--- src/rtl/joy_fwd_pkg.sv ---
package joy_fwd_pkg;
  localparam int NUM_PADS = 4;
  localparam int PAD_W    = 8;
  localparam int NIB_W    = PAD_W / 2;
  localparam int IDX_W    = $clog2(NUM_PADS);
  localparam int SEL_W    = 3;

  localparam int CTL_RUN_BIT = 7;
  localparam int CTL_CNT_LO  = 4;
  localparam int CTL_DIV_LO  = 0;

  // highest usable index for a count code: 0->0, 1->1, 2->1, 3->3
  function automatic logic [IDX_W-1:0] idx_limit(input logic [1:0] code);
    case (code)
      2'd0:    idx_limit = '0;
      2'd3:    idx_limit = IDX_W'(NUM_PADS - 1);
      default: idx_limit = IDX_W'(1);
    endcase
  endfunction
endpackage

--- src/rtl/joy_regfile.sv ---
module joy_regfile
  import joy_fwd_pkg::*;
(
  input  logic                           clk,
  input  logic                           rst_n,
  input  logic                           wr_en,
  input  logic [SEL_W-1:0]               wr_sel,
  input  logic [PAD_W-1:0]               wr_data,
  output logic [NUM_PADS-1:0][PAD_W-1:0] pads,
  output logic                           run,
  output logic [1:0]                     cnt_code,
  output logic [1:0]                     div_code
);
  logic [PAD_W-1:0] ctl_q;

  for (genvar g = 0; g < NUM_PADS; g++) begin : g_pad
    always_ff @(posedge clk or negedge rst_n) begin
      if (!rst_n)
        pads[g] <= '1;
      else if (wr_en && wr_sel == SEL_W'(g))
        pads[g] <= wr_data;
    end

    AST_PAD_HOLD: assert property (@(posedge clk) disable iff (!rst_n)
      !(wr_en && wr_sel == SEL_W'(g)) |=> $stable(pads[g]));
  end

  always_ff @(posedge clk or negedge rst_n) begin
    if (!rst_n)
      ctl_q <= '0;
    else if (wr_en && wr_sel == SEL_W'(NUM_PADS))
      ctl_q <= wr_data;
  end

  assign run      = ctl_q[CTL_RUN_BIT];
  assign cnt_code = ctl_q[CTL_CNT_LO +: 2];
  assign div_code = ctl_q[CTL_DIV_LO +: 2];

  AST_CTL_HOLD: assert property (@(posedge clk) disable iff (!rst_n)
    (wr_en && wr_sel > SEL_W'(NUM_PADS)) |=> $stable(ctl_q));
endmodule

--- src/rtl/joy_rotator.sv ---
module joy_rotator
  import joy_fwd_pkg::*;
(
  input  logic             clk,
  input  logic             rst_n,
  input  logic             run,
  input  logic [1:0]       cnt_code,
  input  logic             dpad_sel_n,
  input  logic             btn_sel_n,
  output logic [IDX_W-1:0] idx
);
  logic             armed_q;
  logic [IDX_W-1:0] limit;
  logic             advance;

  assign limit   = idx_limit(cnt_code);
  assign advance = armed_q && dpad_sel_n && btn_sel_n;

  always_ff @(posedge clk or negedge rst_n) begin
    if (!rst_n) begin
      armed_q <= 1'b0;
      idx     <= '0;
    end else if (!run) begin
      armed_q <= 1'b0;
      idx     <= '0;
    end else begin
      if (!btn_sel_n)
        armed_q <= 1'b1;
      else if (advance)
        armed_q <= 1'b0;

      if (idx > limit)
        idx <= '0;
      else if (advance)
        idx <= (idx == limit) ? '0 : idx + 1'b1;
    end
  end

  AST_IDX_HELD_IN_RESET: assert property (@(posedge clk) disable iff (!rst_n)
    !run |=> idx == '0);
  AST_SINGLE_STAYS: assert property (@(posedge clk) disable iff (!rst_n)
    (cnt_code == 2'd0) |=> idx == '0);
  AST_NO_STEP_WHILE_SELECTED: assert property (@(posedge clk) disable iff (!rst_n)
    (run && (!dpad_sel_n || !btn_sel_n) && idx <= limit) |=> $stable(idx));
  AST_TWO_PLAYER_RANGE: assert property (@(posedge clk) disable iff (!rst_n)
    (cnt_code == 2'd1 || cnt_code == 2'd2) |=> idx <= IDX_W'(1));
endmodule

--- src/rtl/joy_nib_mux.sv ---
module joy_nib_mux
  import joy_fwd_pkg::*;
(
  input  logic                           clk,
  input  logic                           rst_n,
  input  logic [NUM_PADS-1:0][PAD_W-1:0] pads,
  input  logic [IDX_W-1:0]               idx,
  input  logic                           dpad_sel_n,
  input  logic                           btn_sel_n,
  output logic [NIB_W-1:0]               nib
);
  logic [PAD_W-1:0] cur;
  logic [NIB_W-1:0] lo_part, hi_part;

  assign cur     = pads[idx];
  assign lo_part = dpad_sel_n ? '1 : cur[NIB_W-1:0];
  assign hi_part = btn_sel_n  ? '1 : cur[PAD_W-1:NIB_W];
  assign nib     = lo_part & hi_part;

  AST_IDLE_ALL_HIGH: assert property (@(posedge clk) disable iff (!rst_n)
    (dpad_sel_n && btn_sel_n) |-> nib == '1);
  AST_DPAD_NIBBLE: assert property (@(posedge clk) disable iff (!rst_n)
    (!dpad_sel_n && btn_sel_n) |-> nib == pads[idx][NIB_W-1:0]);
endmodule

--- src/rtl/joy_fwd_top.sv ---
module joy_fwd_top
  import joy_fwd_pkg::*;
(
  input  logic       clk,
  input  logic       rst_n,
  input  logic       wr_valid,
  output logic       wr_ready,
  input  logic [2:0] wr_sel,
  input  logic [7:0] wr_data,
  input  logic       dpad_sel_n,
  input  logic       btn_sel_n,
  output logic [3:0] joy_nib,
  output logic [1:0] pad_index,
  output logic       hh_run,
  output logic [1:0] pad_count,
  output logic [1:0] div_sel
);
  logic [NUM_PADS-1:0][PAD_W-1:0] pads;
  logic                           run;
  logic [1:0]                     cnt_code;
  logic [1:0]                     div_code;
  logic [IDX_W-1:0]               idx;

  assign wr_ready = 1'b1;

  joy_regfile u_regs (
    .clk, .rst_n,
    .wr_en   (wr_valid && wr_ready),
    .wr_sel, .wr_data,
    .pads, .run, .cnt_code, .div_code
  );

  joy_rotator u_rot (
    .clk, .rst_n, .run, .cnt_code,
    .dpad_sel_n, .btn_sel_n, .idx
  );

  joy_nib_mux u_mux (
    .clk, .rst_n, .pads, .idx,
    .dpad_sel_n, .btn_sel_n, .nib (joy_nib)
  );

  assign pad_index = idx;
  assign hh_run    = run;
  assign pad_count = cnt_code;
  assign div_sel   = div_code;
endmodule

--- config.mk ---
export PLATFORM = sky130hd
export DESIGN_NAME = joy_fwd_top
export DESIGN_NICKNAME = d
export VERILOG_FILES = /design/src/rtl/joy_fwd_pkg.sv /design/src/rtl/joy_regfile.sv /design/src/rtl/joy_rotator.sv /design/src/rtl/joy_nib_mux.sv /design/src/rtl/joy_fwd_top.sv
export SDC_FILE = /design/constraint.sdc
export NUM_CORES = 1
export LEC_CHECK = 0
export BUFFER_PORTS_ARGS = -buffer_cell sky130_fd_sc_hd__buf_2
export CAP_MARGIN = 20
export CORE_UTILIZATION = 53
export CTS_BUF_LIST = sky130_fd_sc_hd__clkbuf_8
export CTS_CLUSTER_SIZE = 8
export DETAILED_ROUTE_END_ITERATION = 10
export GPL_TIMING_DRIVEN = 0
export PLACE_DENSITY = 0.86
export SLEW_MARGIN = 20
export SYNTH_ARGS = -nofsm -noshare
export SYNTH_HDL_FRONTEND = slang
export SYNTH_SLANG_ARGS = --single-unit
--- constraint.sdc ---
create_clock -name clk -period 1.86 [get_ports clk]
set_input_delay 0.093 -clock clk [delete_from_list [all_inputs] [get_ports clk]]
set_output_delay 0.093 -clock clk [all_outputs]
set_load 0.1 [all_outputs]
Word level (Yosys, flattened, before mapping)
Cells that the tools add are included.
Storage, ports and cells
  bits in registers: 43
  bits of input ports: 16
  output and inout port bits: 12
  logic and storage cells: 40
Cells by class
  add/sub/neg operators: 1
  $lt $le $gt $ge: 2
  equal/unequal tests: 8
  mux-type cells: 12
  bitwise gates (word level): 1
  reductions and logical operators: 9
Operators by type and width (number)
  $bmux W8 S2: 1
  $mux W2: 4
  $mux W4: 2
  $mux W8: 1
  $logic_and A1 B1 Y1: 7
  $eq A3 B2 Y1 const B: 2
  $and A4 B4 Y4: 1
  $pmux W2 S2: 1
  $eq A3 B1 Y1 const B: 1
  $eq A3 B3 Y1 const B: 1
  $logic_not A3 Y1: 1
  $lt A2 B3 Y1 const B: 1
  $mux W1: 3
  $ne A3 B1 Y1 const B: 1
  $ne A3 B2 Y1 const B: 1
  $add A2 B1 Y2 const B: 1
  $eq A2 B2 Y1: 1
  $eq A2 B2 Y1 const B: 1
  $gt A2 B2 Y1: 1
  $logic_not A2 Y1: 1

Logic depth before layout (Yosys ltp)
Gate-level depths: netlist (run 1).
  word-level depth: 7
  mapped depth: 5
  mapped depth without buffers: 5

Modules after synthesis
Synthesis (run 1) repeated with hierarchy kept, for this count alone.
Unflattened totals
  cell total of the unflattened synthesis: 129
  area total of the unflattened synthesis: 1920.6 um^2
Modules (own cells, without submodules)
  joy_regfile: instances 1, cells each 81, area an instance 1457.6 um^2, sequential area each 965.9 um^2
  joy_nib_mux: instances 1, cells each 24, area an instance 252.7 um^2, sequential area each 0.0 um^2
  joy_rotator: instances 1, cells each 22, area an instance 198.9 um^2, sequential area each 75.1 um^2
  joy_fwd_top: instances 1, cells each 2, area an instance 11.3 um^2, sequential area each 0.0 um^2

Worst setup path after synthesis (run 1)
No wires, ideal clock.
  path kind: reg2out
  start point: reg u_rot.idx[0]
  end point: out joy_nib[0]
  arrival time: 2.389 ns
  required time: 1.767 ns
  setup slack: -0.622 ns
  cell stages (with the launch flop): 4
  path buffers: 1
  path through: dfrtp_1 > buf_2 > mux4_2 > o22a_1
Between the ends
  longest elaborated chain between the ends: 4
  elaborated cells on any way between the ends: 5
  classes of those cells: mux (4); bitwise (1)
RTL lines
  from (decl): RTL line joy_rotator.sv:10  | output logic [IDX_W-1:0] idx
  from (signal assigned): RTL line joy_rotator.sv:35  | idx <= (idx == limit) ? '0 : idx + 1'b1;
  $bmux W8 S2 *: RTL line joy_nib_mux.sv:15  | assign cur = pads[idx];
  $mux W8 (implied by the code) *: RTL line joy_nib_mux.sv:15
  $mux W4 (on tied branches): RTL line joy_nib_mux.sv:16, joy_nib_mux.sv:17
  $and A4 B4 Y4 *: RTL line joy_nib_mux.sv:18  | assign nib = lo_part & hi_part;
  to (decl): RTL line joy_fwd_top.sv:12  | output logic [3:0] joy_nib,
Every way passes the cells marked *; elsewhere a longest branch is shown, timed or not. The select of a mux whose other input is x is not followed.

Worst setup path in the final report (run 1)
Ends and elaborated chain as after synthesis.

==> results of run 1 <==
[registers in the layout (all words and copies together) (netlist names)]
name           cells
u_rot.armed_q      1
u_rot.idx          2
u_regs.pads       32
u_regs.ctl_q       5
[power breakdown]
group | leakage, nW | internal, mW | switching, mW | total, mW
logic | 0.448 | 0.368 | 0.540 | 0.908
clock network | 0.0510 | 0.296 | 0.289 | 0.584
registers | 0.431 | 1.17 | 0.100 | 1.27
total | 0.930 | 1.83 | 0.929 | 2.76
[area by class of cell]
class / count / area [um2]
Sequential cell: 40 / 1060
Fill cell: 246 / 1040
Multi-Input combinational cell: 73 / 867
Timing Repair Buffer: 33 / 249
Clock buffer: 6 / 82.6
Tap cell: 46 / 57.6
Buffer: 3 / 17.5
Clock inverter: 2 / 10.0
Inverter: 2 / 7.51
[worst max-delay path: stages (launching register included)]
cell and delay (ns):
dfrtp_4 0.43, buf_4 0.16, mux4_2 0.50, o22a_2 0.22, buf_6 0.18
[cells by family after synthesis]
group / Yosys count / synth area share, %
flops: 40 / 54.8
compound gates: 10 / 3.82
fa+ha+maj: 2 / 1.32
simple gates: 15 / 6.53
mux: 45 / 31.4
other cells: 1 / 0.198
buf+inv: 7 / 1.85
[what timing repair did]
action | CTS | global route
hold buffers | 1 | 0
endpoints found under the hold margin | 8 | 0
resized for setup | 15 | 0
endpoints found under the setup margin | 4 | 5
setup buffers | 6 | 0
[path summary, 6_finish.rpt]
path | from | to | slack (ns) | cells after the start
setup reg to reg | u_rot.idx[0] | u_rot.idx[1] | 0.03 | 6
max in group asynchronous | rst_n | u_rot.idx[0] | 0.79 | 2
min in group asynchronous | rst_n | u_regs.ctl_q[4] | 0.45 | 2
setup / recovery | u_rot.idx[0] | joy_nib[0] | -0.03 | 4
hold / removal | wr_data[6] | u_regs.pads[22] | 0.08 | 2
hold reg to reg | u_regs.ctl_q[0] | u_regs.ctl_q[0] | 0.51 | 1
[layout by cell type, fill, tap and decap left out, types with 3 or more instances in the layout]
cell and n:
mux2_2 37, dfstp_2 32, buf_2 24, mux4_2 8
buf_4 6, clkbuf_8 6, buf_12 4, dfrtp_1 4
dfrtp_4 4, o22a_4 3, nand2_1 3
[metrics by stage]
step,setup TNS (ns),total power [mW],util [%],std cells,worst slack [ns]
floorplan,-0.0399,1.95,-,120,-0.0249
global placement,0,2.07,63.4,192,0.0661
detailed placement,0,2.12,63.4,192,0.0448
CTS,-0.109,2.78,69.3,205,-0.0362
global route,-0.326,2.88,69.3,205,-0.0783
finish,-0.0857,2.76,69.3,205,-0.0272
[cells in the mapped netlist (all sizes together), types with 2 or more instances]
master	n	area [um2]
a211oi	2	15.0
a21oi	2	10.0
buf	5	27.5
dfrtp	8	200
dfstp	32	841
ha	2	25.0
inv	2	7.51
mux2	37	417
mux4	8	180
nand2	4	15.0
nor4bb	2	20.0
o22a	4	35.0
[layer usage]
metal	vias to the layer above	track usage [%]	share of wire, %
li1	522	-	-
met2	35	40.2	52
met1	621	27.3	42
met3	6	6.63	4.3
met4	0	9.52	1.7
met5	-	0	0
==> qor_table.md, run 1 <==
| Metric | Value |
|---|---|
| Count of input and output buffers | 26 |
| Clock sink count | 40 |
| Effective utilization at floorplan | 56.0% |
| Clock buffers created by TritonCTS | 5 |
| Synth cell types | 25 |
| Worst hold slack after final layout | 0.0813 ns |
| Placed cell areas | 2150 um2 |
| Clk_skew | 0.00190 ns |
| First-pass GRT wire length | 5930 um |
| Number of enable-type register cells in the synthesized netlist | 0 |
| CTS H-tree depth | 2 |
| Post-synthesis async set-or-reset flop share | 100% |
| Final setup viols | 4 |
| Area of the placeable core | 3390 um2 |
| Relative slew margins | 43.5% |
| Number of remaining DRC errors | 0 |
| GRT Overall Usage | 23.2% |
| Syn nets | 138 |
| Number of violations reported at the end of detailed-routing iteration 0 | 56 |
| Endpoint arrival time on the critical path | 1.79 ns |
| Initial antenna violation count | 0 |
| Area of the die | 3820 um2 |
| Weighted congestion reported at the end of routability-driven placement | 0.747 |
| Number of global-route vias before repair | 1229 |
| Worst setup EP type | primary output |
| Layout Cell Area excl Fill | 2350 um2 |
| Power density relative to cell area | 1180 nW/um2 |
| Insertion delay of the later-clocked pin in the worst-skew pair | 0.29 ns |
| Top-Level Pins | 28 |
| Post-synth top flop | dfstp_2 |
| Crit share post-route | 101% |
| Mapped Avg Cell Area | 15.8 um2 |
| Achievable Freq | 0.530 GHz |
| Total detailed-routing wirelength | 3730 um |
| Clk pin slew, worst setup/hold paths | 0.07 ns |
| Reported leakage power | 0.930 nW |
| Crit Path Category | flop to primary output |
| Number of rows created at floorplan | 21 |
| Yosys Warn Count | 0 |
| Worst-case clock buffer depth | 2 |
| Type of the most critical hold path | input port to flop |
| Final hold violation count | 0 |
| RSZ-0062 raised after global routing | yes |
| Total vias in the final route | 1184 |
| DR WL/cell | 18.2 um |
| Final layout net count | 176 |
| Final Max Tran Viols | 0 |
| Number of nets with antenna violations after routing | 0 |
| Result of the run | finished with violations |
| Max-Cap Viols | 0 |
| CTS root buffer | clkbuf_8 |
| Global route overflow | 0 |
| Number of optimization iterations in the first detailed-route pass | 4 |
| Maximum number of pins on one net before global-route repair | 41 |
| CP max FO | 6 |
| Synth Register Bits | 40 |
| Violations in the final reports | negative setup slack |
| Fin crit period | 1.89 ns |
| Worst-Margin Slew | 0.847 ns |
| Syn Inst Count | 120 |
| Smallest setup slack after layout | -0.0272 ns |
| Post-detailed-placement half-perimeter wirelength | 2520 um |
| Maximum resistive drop on vdd | 0.000955 V |
| Via density | 5.78 |
| Portion of the post-synthesis area used by sequential elements | 54.8% |
| Share of layout cells above drive strength 1 | 84.3% |
| Width of the die | 61.8 um |
| Critical Path RT | 1.77 ns |
| Ant. Diodes | 0 |
| Cell area after technology mapping | 1900 um2 |
| Area growth syn-to-layout | 23.7% |
| Floorplan die height | 61.8 um |
| TritonCTS clock tree | done |
| Sort of element at the start of the critical path | flop |
(Power assumes the default switching activity.)
==> run 2: changes to the inputs <==
--- a/config.mk
+++ b/config.mk
@@ -7,13 +7,13 @@
 export LEC_CHECK = 0
 export BUFFER_PORTS_ARGS = -buffer_cell sky130_fd_sc_hd__buf_2
 export CAP_MARGIN = 20
-export CORE_UTILIZATION = 53
-export CTS_BUF_LIST = sky130_fd_sc_hd__clkbuf_8
+export CORE_UTILIZATION = 50
 export CTS_CLUSTER_SIZE = 8
 export DETAILED_ROUTE_END_ITERATION = 10
 export GPL_TIMING_DRIVEN = 0
-export PLACE_DENSITY = 0.86
+export PLACE_DENSITY = 0.82
 export SLEW_MARGIN = 20
 export SYNTH_ARGS = -nofsm -noshare
 export SYNTH_HDL_FRONTEND = slang
+export SYNTH_HIERARCHICAL = 1
 export SYNTH_SLANG_ARGS = --single-unit
==> qor_table.md, run 2 <==
| Metric | Value | vs previous |
|---|---|---|
| Total vias in the final route | 1189 | +0.42% |
| DR WL/cell | 16.9 um | -7.0% |
| Endpoint arrival time on the critical path | 2.05 ns | +0.26 ns |
| CP max FO | 4 | -2 |
| Insertion delay of the later-clocked pin in the worst-skew pair | 0.29 ns | about the same |
| Width of the die | 64.0 um | +3.4% |
| Relative slew margins | 43.2% | -0.28 points |
| Number of rows created at floorplan | 22 | +4.8% |
| Number of nets with antenna violations after routing | 0 | unchanged |
| Count of input and output buffers | 26 | unchanged |
| Smallest setup slack after layout | 0.0123 ns | +0.0396 ns |
| Top register by number of flip-flops | u_regs/pads |  |
| Maximum number of pins on one net before global-route repair | 41 | unchanged |
| Worst hold slack after final layout | 0.0636 ns | -0.0176 ns |
| Worst-case clock buffer depth | 2 | unchanged |
| CP cell instances | or2_4 > ha_4 > nand2_4 > or4b_4 > a311oi_2 |  |
| Top Registers | u_regs/pads: 32 flops, u_regs/ctl_q: 5 flops, u_rot/idx: 2 flops |  |
| Syn Inst Count | 129 | +7.5% |
| Cell types with the largest area share after synthesis | dfstp_2 44%, mux2_2 22%, dfrtp_1 10% |  |
| Final setup viols | 0 | -4 |
| Critical Path RT | 2.06 ns | +0.29 ns |
| Share of layout cells above drive strength 1 | 80.8% | -3.4 points |
| Crit share post-route | 99.3% | -2.1 points |
| Worst setup EP type | flop |  |
| GRT Overall Usage | 19.4% | -3.9 points |
| Worst-Margin Slew | 0.851 ns | +0.00425 ns |
| Initial antenna violation count | 0 | unchanged |
| Fin crit period | 1.85 ns | -0.0396 ns |
| Mapped Avg Cell Area | 14.9 um2 | -5.9% |
| Number of enable-type register cells in the synthesized netlist | 0 | unchanged |
| Final Max Tran Viols | 0 | unchanged |
| Effective utilization at floorplan | 52.5% | -3.5 points |
| Max-Cap Viols | 0 | unchanged |
| Number of global-route vias before repair | 1202 | -2.2% |
| Total detailed-routing wirelength | 3640 um | -2.5% |
| Cell with the largest stage delay on the worst path | dfrtp_4 |  |
| Total power | 2.83 mW | +2.3% |
| Area of the placeable core | 3660 um2 | +8.0% |
| Syn nets | 147 | +6.5% |
| Most frequent cell after synthesis | mux2_2 |  |
| Commonest cells after routing, fill and taps aside | 37 x mux2_2, 32 x dfstp_2, 24 x buf_2 |  |
| Number of remaining DRC errors | 0 | unchanged |
| Leading cell type in the layout, fill and taps excluded | mux2_2 |  |
| RSZ-0062 raised after global routing | yes |  |
| CTS H-tree depth | 2 | unchanged |
| Area of the die | 4090 um2 | +7.0% |
| Number of violations reported at the end of detailed-routing iteration 0 | 33 | -41% |
| Most frequent cells after synthesis | 37 x mux2_2, 32 x dfstp_2, 9 x mux2i_1 |  |
| Result of the run | finished, final reports clean |  |
| Final layout net count | 184 | +4.5% |
| Post-detailed-placement half-perimeter wirelength | 2560 um | +1.9% |
| Portion of the post-synthesis area used by sequential elements | 54.2% | -0.64 points |
| Clock buffers created by TritonCTS | 5 | unchanged |
| Synth Register Bits | 40 | unchanged |
| Largest register FFs | 32 | unchanged |
| Clk_skew | 0.00192 ns | +0.0000172 ns |
| CTS root buffer | clkbuf_8 |  |
| Area growth syn-to-layout | 28.3% |  |
| Weighted congestion reported at the end of routability-driven placement | 0.739 | -1.1% |
| Yosys Warn Count | 6 | +6 |
| Post-synth top flop | dfstp_2 |  |
| Crit Path Category | flop to flop |  |
| Fraction of post-synthesis cell area in the top cell type by area | 43.8% | -0.52 points |
| First-pass GRT wire length | 5800 um | -2.1% |
| Crit path max-delay family | simple AND/OR/NAND/NOR gates |  |
| TritonCTS clock tree | done |  |
| Cell area after technology mapping | 1920 um2 | +1.2% |
| Pre-CTS worst setup slack | 0.0629 ns | +0.0180 ns |
| Top-Level Pins | 28 | unchanged |
| Reported leakage power | 0.952 nW | +2.3% |
| Post-synthesis async set-or-reset flop share | 100% | unchanged |
| Ant. Diodes | 0 | unchanged |
| Area leader, netlist | dfstp_2 |  |
| Floorplan die height | 64.0 um | +3.4% |
| Achievable Freq | 0.541 GHz | +2.1% |
| Type of the most critical hold path | input port to flop |  |
| Number of optimization iterations in the first detailed-route pass | 3 | -1 |
| Final hold violation count | 0 | unchanged |
| Buf/Inv on CP | 0 | -2 |
| Clock sink count | 40 | unchanged |
| Power density relative to cell area | 1150 nW/um2 | -2.5% |
| Delay of the slowest critical-path stage | 0.49 ns | about the same |
| Synth cell types | 28 | +12% |
| Maximum resistive drop on vdd | 0.000676 V | -29% |
| Via density | 5.53 | -4.2% |
| Sort of element at the start of the critical path | flop |  |
| Global route overflow | 0 | unchanged |
| Clk pin slew, worst setup/hold paths | 0.07 ns | about the same |
==> run 2: cell count changes in the layout (fill, tap and decap cells not counted), sizes merged, moves of 2 or more <==
cell / change
mux2i: +9
nor2: +5
a221oi: +4
mux4: -4
o22a: -4
clkbuf: +3
a211oi: -2
buf: -2
clkinv: -2
==> run 2: power by group <==
group	internal, mW	switching, mW	total [mW]
registers	1.17	0.0983	1.27
logic	0.378	0.590	0.968
clock network	0.302	0.287	0.590
total	1.85	0.976	2.83
==> run 2: cells by family (layout without fill, tap and decap cells) <==
group                      Yosys count  in the layout  share of synthesized area, %
muxes                               50             50                          31.1
DFF                                 40             40                          54.2
and+or+nand+nor                     21             21                          7.56
AOI/OAI and AO/OA                    8              8                          3.19
buffers and inverters                7             45                          2.48
adders and majority gates            2              2                          1.30
other                                1              1                         0.195
==> run 2: per-stage QoR <==
stage / std cells / TNS (ns) / cell area [um2] / util (%)
6_report: 215 / 0 / 2460 / 67.3
5_1_grt: 215 / -0.0522 / 2460 / 67.3
4_1_cts: 212 / 0 / 2370 / 64.7
3_5_place_dp: 203 / 0 / 2220 / 60.7
3_3_place_gp: 203 / 0 / 2220 / 60.7
2_1_floorplan: 129 / -0.920 / 2030 / -
==> run 2: layout make-up <==
class,count,area [um2]
Inverter,2,10.0
Fill cell,263,1200
Sequential cell,40,1060
Buffer,4,37.5
Clock buffer,8,90.1
Timing Repair Buffer,31,255
Multi-Input combinational cell,82,955
Tap cell,48,60.1
==> run 2: path summary, 6_finish.rpt <==
| check | start | end | slack [ns] | depth (start not counted) |
|---|---|---|---|---|
| hold reg to reg | u_regs/ctl_q[0] | u_regs/ctl_q[0] | 0.51 | 1 |
| setup / recovery | u_regs/ctl_q[4] | u_rot/idx[1] | 0.01 | 5 |
| max in group asynchronous | rst_n | u_rot/idx[0] | 0.79 | 2 |
| setup reg to reg | u_regs/ctl_q[4] | u_rot/idx[1] | 0.01 | 5 |
| hold / removal | btn_sel_n | u_rot/armed_q | 0.06 | 2 |
| min in group asynchronous | rst_n | u_regs/ctl_q[7] | 0.45 | 2 |
==> run 2: layer usage <==
metal / wire length (um) / vias to the layer above / global-route usage (%)
met3: 112 / 8 / 4.64
met4: 59 / 0 / 9.09
met5: 0 / - / 0
li1: - / 552 / -
met2: 1850 / 21 / 31.6
met1: 1620 / 608 / 24.1
==> run 2: worst register-to-register path, delay by kind of cell (launching register included) <==
kind	cells	cell delay (ns)
simple gates	3	0.80
compound gates	1	0.24
fa+ha+maj	1	0.23
flops	1	0.49
==> run 2: what timing repair did <==
| action | 4_1_cts | 5_1_grt |
|---|---|---|
| hold buffers | 1 | 0 |
| endpoints found under the setup margin | 4 | 4 |
| gates cloned | 0 | 1 |
| gates resized for setup | 15 | 13 |
| pin swaps | 0 | 3 |
| endpoints found under the hold margin | 8 | 0 |
| buffers inserted | 1 | 2 |
